### src/rtl/hs_pkg.sv
package hs_pkg;
  typedef enum logic [2:0] {
    ST_IDLE    = 3'd0,
    ST_REQ     = 3'd1,
    ST_XCHG    = 3'd2,
    ST_SHIFT   = 3'd3,
    ST_RELEASE = 3'd4
  } seq_state_e;
endpackage

### src/rtl/hs_sync.sv
module hs_sync #(
  parameter int WIDTH  = 4,
  parameter int STAGES = 2
) (
  input  logic             clk,
  input  logic             rst_n,
  input  logic [WIDTH-1:0] d_async,
  output logic [WIDTH-1:0] q_sync
);
  logic [WIDTH-1:0] stg [STAGES];

  always_ff @(posedge clk) begin
    if (!rst_n) begin
      for (int i = 0; i < STAGES; i++) stg[i] <= '0;
    end else begin
      stg[0] <= d_async;
      for (int i = 1; i < STAGES; i++) stg[i] <= stg[i-1];
    end
  end

  assign q_sync = stg[STAGES-1];
endmodule

### src/rtl/hs_lines.sv
module hs_lines #(
  parameter int NUM_SLAVES = 4,
  parameter int SEL_W      = 2
) (
  input  logic                  req_en,
  input  logic [SEL_W-1:0]      sel,
  input  logic [NUM_SLAVES-1:0] rdy_sync,
  output logic [NUM_SLAVES-1:0] req_o,
  output logic                  rdy_sel
);
  logic [NUM_SLAVES-1:0] hit;

  for (genvar g = 0; g < NUM_SLAVES; g++) begin : g_slave
    assign hit[g]   = (sel == SEL_W'(g));
    assign req_o[g] = req_en & hit[g];
  end

  assign rdy_sel = |(rdy_sync & hit);
endmodule

### src/rtl/hs_fsm.sv
module hs_fsm
  import hs_pkg::*;
#(
  parameter int DATA_W = 8,
  parameter int SEL_W  = 2
) (
  input  logic              clk,
  input  logic              rst_n,
  input  logic              tx_valid,
  input  logic [DATA_W-1:0] tx_data,
  input  logic              tx_last,
  input  logic [SEL_W-1:0]  sel_in,
  input  logic              rdy_sel,
  input  logic              shift_done,
  input  logic [DATA_W-1:0] xchg_rdata,
  output logic              tx_ready,
  output logic              req_en,
  output logic [SEL_W-1:0]  sel_q,
  output logic              busy,
  output logic              xchg_strobe,
  output logic [DATA_W-1:0] xchg_wdata,
  output logic              rx_valid,
  output logic [DATA_W-1:0] rx_data
);
  seq_state_e st, st_nx;
  logic       last_q;
  logic       go;

  // exchange in the load cycle, or chained in a burst on completion
  always_comb begin
    go = (st == ST_XCHG) ||
         (st == ST_SHIFT && shift_done && !last_q && tx_valid);
  end

  always_comb begin
    st_nx = st;
    unique case (st)
      ST_IDLE:    if (tx_valid)               st_nx = ST_REQ;
      ST_REQ:     if (rdy_sel)                st_nx = ST_XCHG;
      ST_XCHG:                                st_nx = ST_SHIFT;
      ST_SHIFT:   if (shift_done && last_q)   st_nx = ST_RELEASE;
      ST_RELEASE: if (!rdy_sel)               st_nx = ST_IDLE;
      default:                                st_nx = ST_IDLE;
    endcase
  end

  always_ff @(posedge clk) begin
    if (!rst_n) begin
      st       <= ST_IDLE;
      last_q   <= 1'b1;
      sel_q    <= '0;
      rx_valid <= 1'b0;
      rx_data  <= '0;
    end else begin
      st       <= st_nx;
      rx_valid <= go;
      if (st == ST_IDLE && tx_valid) sel_q <= sel_in;
      if (go) begin
        last_q  <= tx_last;
        rx_data <= xchg_rdata;
      end
    end
  end

  assign tx_ready    = go;
  assign xchg_strobe = go;
  assign xchg_wdata  = tx_data;
  assign req_en      = (st == ST_REQ);
  assign busy        = (st != ST_IDLE);
endmodule

### src/rtl/xfer_handshake_seq.sv
module xfer_handshake_seq #(
  parameter int NUM_SLAVES  = 4,
  parameter int DATA_W      = 8,
  parameter int SYNC_STAGES = 2,
  localparam int SEL_W      = (NUM_SLAVES > 1) ? $clog2(NUM_SLAVES) : 1
) (
  input  logic                  clk,
  input  logic                  rst_n,
  input  logic                  tx_valid,
  output logic                  tx_ready,
  input  logic [DATA_W-1:0]     tx_data,
  input  logic                  tx_last,
  input  logic [SEL_W-1:0]      slave_sel,
  output logic                  busy,
  output logic                  rx_valid,
  output logic [DATA_W-1:0]     rx_data,
  output logic [NUM_SLAVES-1:0] req_o,
  input  logic [NUM_SLAVES-1:0] rdy_i,
  output logic                  xchg_strobe,
  output logic [DATA_W-1:0]     xchg_wdata,
  input  logic [DATA_W-1:0]     xchg_rdata,
  input  logic                  shift_done
);
  logic [NUM_SLAVES-1:0] rdy_s;
  logic                  rdy_sel;
  logic                  req_en;
  logic [SEL_W-1:0]      sel_q;

  hs_sync #(.WIDTH(NUM_SLAVES), .STAGES(SYNC_STAGES)) u_sync (
    .clk(clk), .rst_n(rst_n), .d_async(rdy_i), .q_sync(rdy_s)
  );

  hs_lines #(.NUM_SLAVES(NUM_SLAVES), .SEL_W(SEL_W)) u_lines (
    .req_en(req_en), .sel(sel_q), .rdy_sync(rdy_s),
    .req_o(req_o), .rdy_sel(rdy_sel)
  );

  hs_fsm #(.DATA_W(DATA_W), .SEL_W(SEL_W)) u_fsm (
    .clk(clk), .rst_n(rst_n),
    .tx_valid(tx_valid), .tx_data(tx_data), .tx_last(tx_last),
    .sel_in(slave_sel), .rdy_sel(rdy_sel), .shift_done(shift_done),
    .xchg_rdata(xchg_rdata), .tx_ready(tx_ready), .req_en(req_en),
    .sel_q(sel_q), .busy(busy), .xchg_strobe(xchg_strobe),
    .xchg_wdata(xchg_wdata), .rx_valid(rx_valid), .rx_data(rx_data)
  );
endmodule

### config.mk
export PLATFORM = sky130hd
export DESIGN_NAME = xfer_handshake_seq
export DESIGN_NICKNAME = d
export VERILOG_FILES = /design/src/rtl/hs_pkg.sv /design/src/rtl/hs_sync.sv /design/src/rtl/hs_lines.sv /design/src/rtl/hs_fsm.sv /design/src/rtl/xfer_handshake_seq.sv
export SDC_FILE = /design/constraint.sdc
export NUM_CORES = 1
export LEC_CHECK = 0
export BUFFER_PORTS_ARGS = -buffer_cell sky130_fd_sc_hd__clkbuf_2
export CAP_MARGIN = 10
export CORE_ASPECT_RATIO = 1.2
export CORE_UTILIZATION = 44
export DETAILED_ROUTE_END_ITERATION = 8
export PLACE_DENSITY = 0.77
export SLEW_MARGIN = 15
export SYNTH_ARGS = -nofsm -noshare
export SYNTH_HDL_FRONTEND = slang
export SYNTH_SLANG_ARGS = --single-unit
### constraint.sdc
create_clock -name clk -period 1.54 [get_ports clk]
set_clock_uncertainty 0.15 [all_clocks]
set_input_delay 0.308 -clock clk [delete_from_list [all_inputs] [get_ports clk]]
set_output_delay 0.308 -clock clk [all_outputs]
set_load 0.01 [all_outputs]
==> out/metrics.yaml <==
seqCellArea_um2: 475
design_area_mm2: 0.00127
htreeDepth: 1
min_period_ns: 1.66
ys_ff_latch: 23
rsz0062_at_grt: "yes"
cts_root_buf: "clkbuf_4"
drive_above_1_share_pct: 43.5
vias: 788
synth_nets: 133
status: "complete, but fails checks"
syn_inst: 106
clkTransAtPathRegs_ns: 0.12
wirelength_um: 1810
vias_per_cell: 4.69
grt_use_met2_pct: 25.8
synth_top_area_cell: "dfxtp_1"
gp_congestion: 0.802
grt_use_met3_pct: 3.90
initial_core_util_pct: 48.0
die-area_mm2: 0.00253
peakVddDrop_mv: 0.467
synthesis.area_mm2: 0.00103
max_freq_mhz: 604
max_slew.worst_pin.slew_ns: 0.273
grt_pass1_vias: 673
grt_max_degree: 27
clockBufferDepth: 2
synth_top_area_share_pct: 44.8
nets: 166
cp-end-kind: "primary output"
die_h_um: 54.9
p_leak_nw: 0.568
relSlewSlack_pct: 81.7
detail_route.wl_per_cell_um: 10.8
synth.most_common_cell: "dfxtp_1"
power_density_mw_per_mm2: 821
io_buffers: 34
violations: "negative setup slack"
slew_violations: 0
cp_data_required_time_ns: 1.08
cts_hold_buf: 0
grt-busiest-layer: "met2"
antenna_cells: 0
drtPass1Iterations: 3
multiInputGateArea_um2: 460
placed_cell_area_mm2: 0.00115
layout_setup_ws_ns: -0.116
crit_type: "flop to primary output"
coreArea_mm2: 0.00214
nFillCells: 182
row_count: 18
synth_common_cells: "23 x dfxtp_1, 18 x nand2_1, 12 x mux2i_1, 9 x and2_1, 9 x buf_4"
antenna_found_initial: 0
p_total_mw: 1.04
ys_top_cells_by_area: "dfxtp_1 45%, mux2i_1 12%, buf_4 6.6%"
setup_viol: 7
async_reset_ff_share_pct: 0
areaGrowthSynthToFinish_pct: 23.6
crit_fanout: 7
hp-class: "input pin to flop"
min_period_over_period_pct: 108
route.detailed.drc: 0
hpwl_um: 1350
drt_iter0_drc: 9
io_pins: 51
hold_viol: 0
grt_overflow: 0
crit_arrival_ns: 1.20
clock_sinks: 23
synth_edf_count: 0
synth_seq_area_share_pct: 44.8
dieWidth_um: 46.1
ant_nets: 0
grt_pass1_wl_um: 2720
ys.flop_type: "dfxtp_1"
start_kind: "flop"
cts_made_buffers: 3
track_usage_pct: 15.2
yosys.cell_types.count: 29
use_met1_pct: 17.1
clkLatencyLatePin_ns: 0.30
synth_area_per_cell_um2: 9.69
drv_cap: 0
yosysWarningCount: 0
cts_tree: "done"
==> routing by layer <==
| metal | vias up | share of wire, % |
|---|---|---|
| met1 | 362 | 40 |
| met2 | 17 | 55 |
| li1 | 407 | - |
| met4 | 0 | 0.55 |
| met3 | 2 | 4.8 |
| met5 | - | 0 |
==> worst max-delay path, cell delays in order (launching register included) <==
cell	delay [ns]
dfxtp_4	0.41
or3_1	0.36
clkbuf_2	0.13
==> kinds of logic (layout without fill, tap and decap cells) <==
kind of cell	after synthesis	after routing	synth area share, %
and+or+nand+nor	45	45	24.6
DFF	23	23	44.8
buffers and inverters	18	50	12.3
muxes	13	13	12.8
AOI/OAI and AO/OA	7	7	5.48
==> state kept, by name, indices dropped and copies added (netlist names) <==
signal	cells
u_fsm.rx_data	8
u_sync.stg	8
u_fsm.st	3
u_fsm.sel_q	2
u_fsm.last_q	1
u_fsm.rx_valid	1
==> final cells by class <==
class                           count  share of cell area [%]
Sequential cell                    23                    37.4
Tap cell                           30                    2.96
Clock buffer                        3                    1.77
Multi-Input combinational cell     65                    36.3
Inverter                            2                   0.591
Timing Repair Buffer               44                    20.6
Clock inverter                      1                   0.394
==> metrics by stage <==
stage | util (%) | setup WS, ns | TNS [ns] | cells | hold WS [ns]
final | 59.4 | -0.116 | -0.488 | 168 | 0.0519
after global routing | 59.4 | -0.191 | -1.08 | 168 | 0.0166
after CTS | 58.8 | -0.118 | -0.612 | 168 | 0.0409
after detailed placement | 53.6 | 0.0611 | 0 | 158 | 0.263
after global placement | 53.6 | 0.0879 | 0 | 158 | 0.258
after floorplan | - | 0.131 | 0 | 106 | 0.256
==> what timing repair did <==
action / 4_1_cts / 5_1_grt
pin swaps: 1 / 0
setup buffers: 6 / 0
gates resized for setup: 13 / 6
endpoints found under the setup margin: 7 / 7
endpoints found under the hold margin: 0 / 0
==> cell usage in the layout (no fill, tap or decap), types with 2 or more instances in the layout <==
cell	synthesis	final
dfxtp_4	0	3
buf_6	3	3
clkbuf_4	0	3
buf_4	9	9
inv_1	2	2
and2_1	9	9
mux2i_1	12	12
dfxtp_1	23	17
dfxtp_2	0	3
nor4_2	0	2
buf_2	2	2
nand2_1	18	18
nor2_1	6	6
clkbuf_2	0	30
==> power breakdown <==
part | switching (mW) | internal (mW)
sequential | 0.0178 | 0.615
clock | 0.168 | 0.0967
combinational | 0.0648 | 0.0804
total | 0.250 | 0.792
==> worst paths after layout <==
path	start	end	slack (ns)	cells after the start
worst max register to register	u_fsm.last_q$_SDFFE_PN1P_	u_fsm.rx_data[5]$_SDFFE_PN0P_	0.08	5
worst min register to register	u_sync.stg[0][0]$_SDFF_PN0_	u_sync.stg[0][4]$_SDFF_PN0_	0.29	1
worst min-delay path	rdy_i[1]	u_sync.stg[0][1]$_SDFF_PN0_	0.05	2
worst max-delay path	u_fsm.st[1]$_SDFFE_PN0P_	busy	-0.12	2
Power figures use the tool's default switching activity.
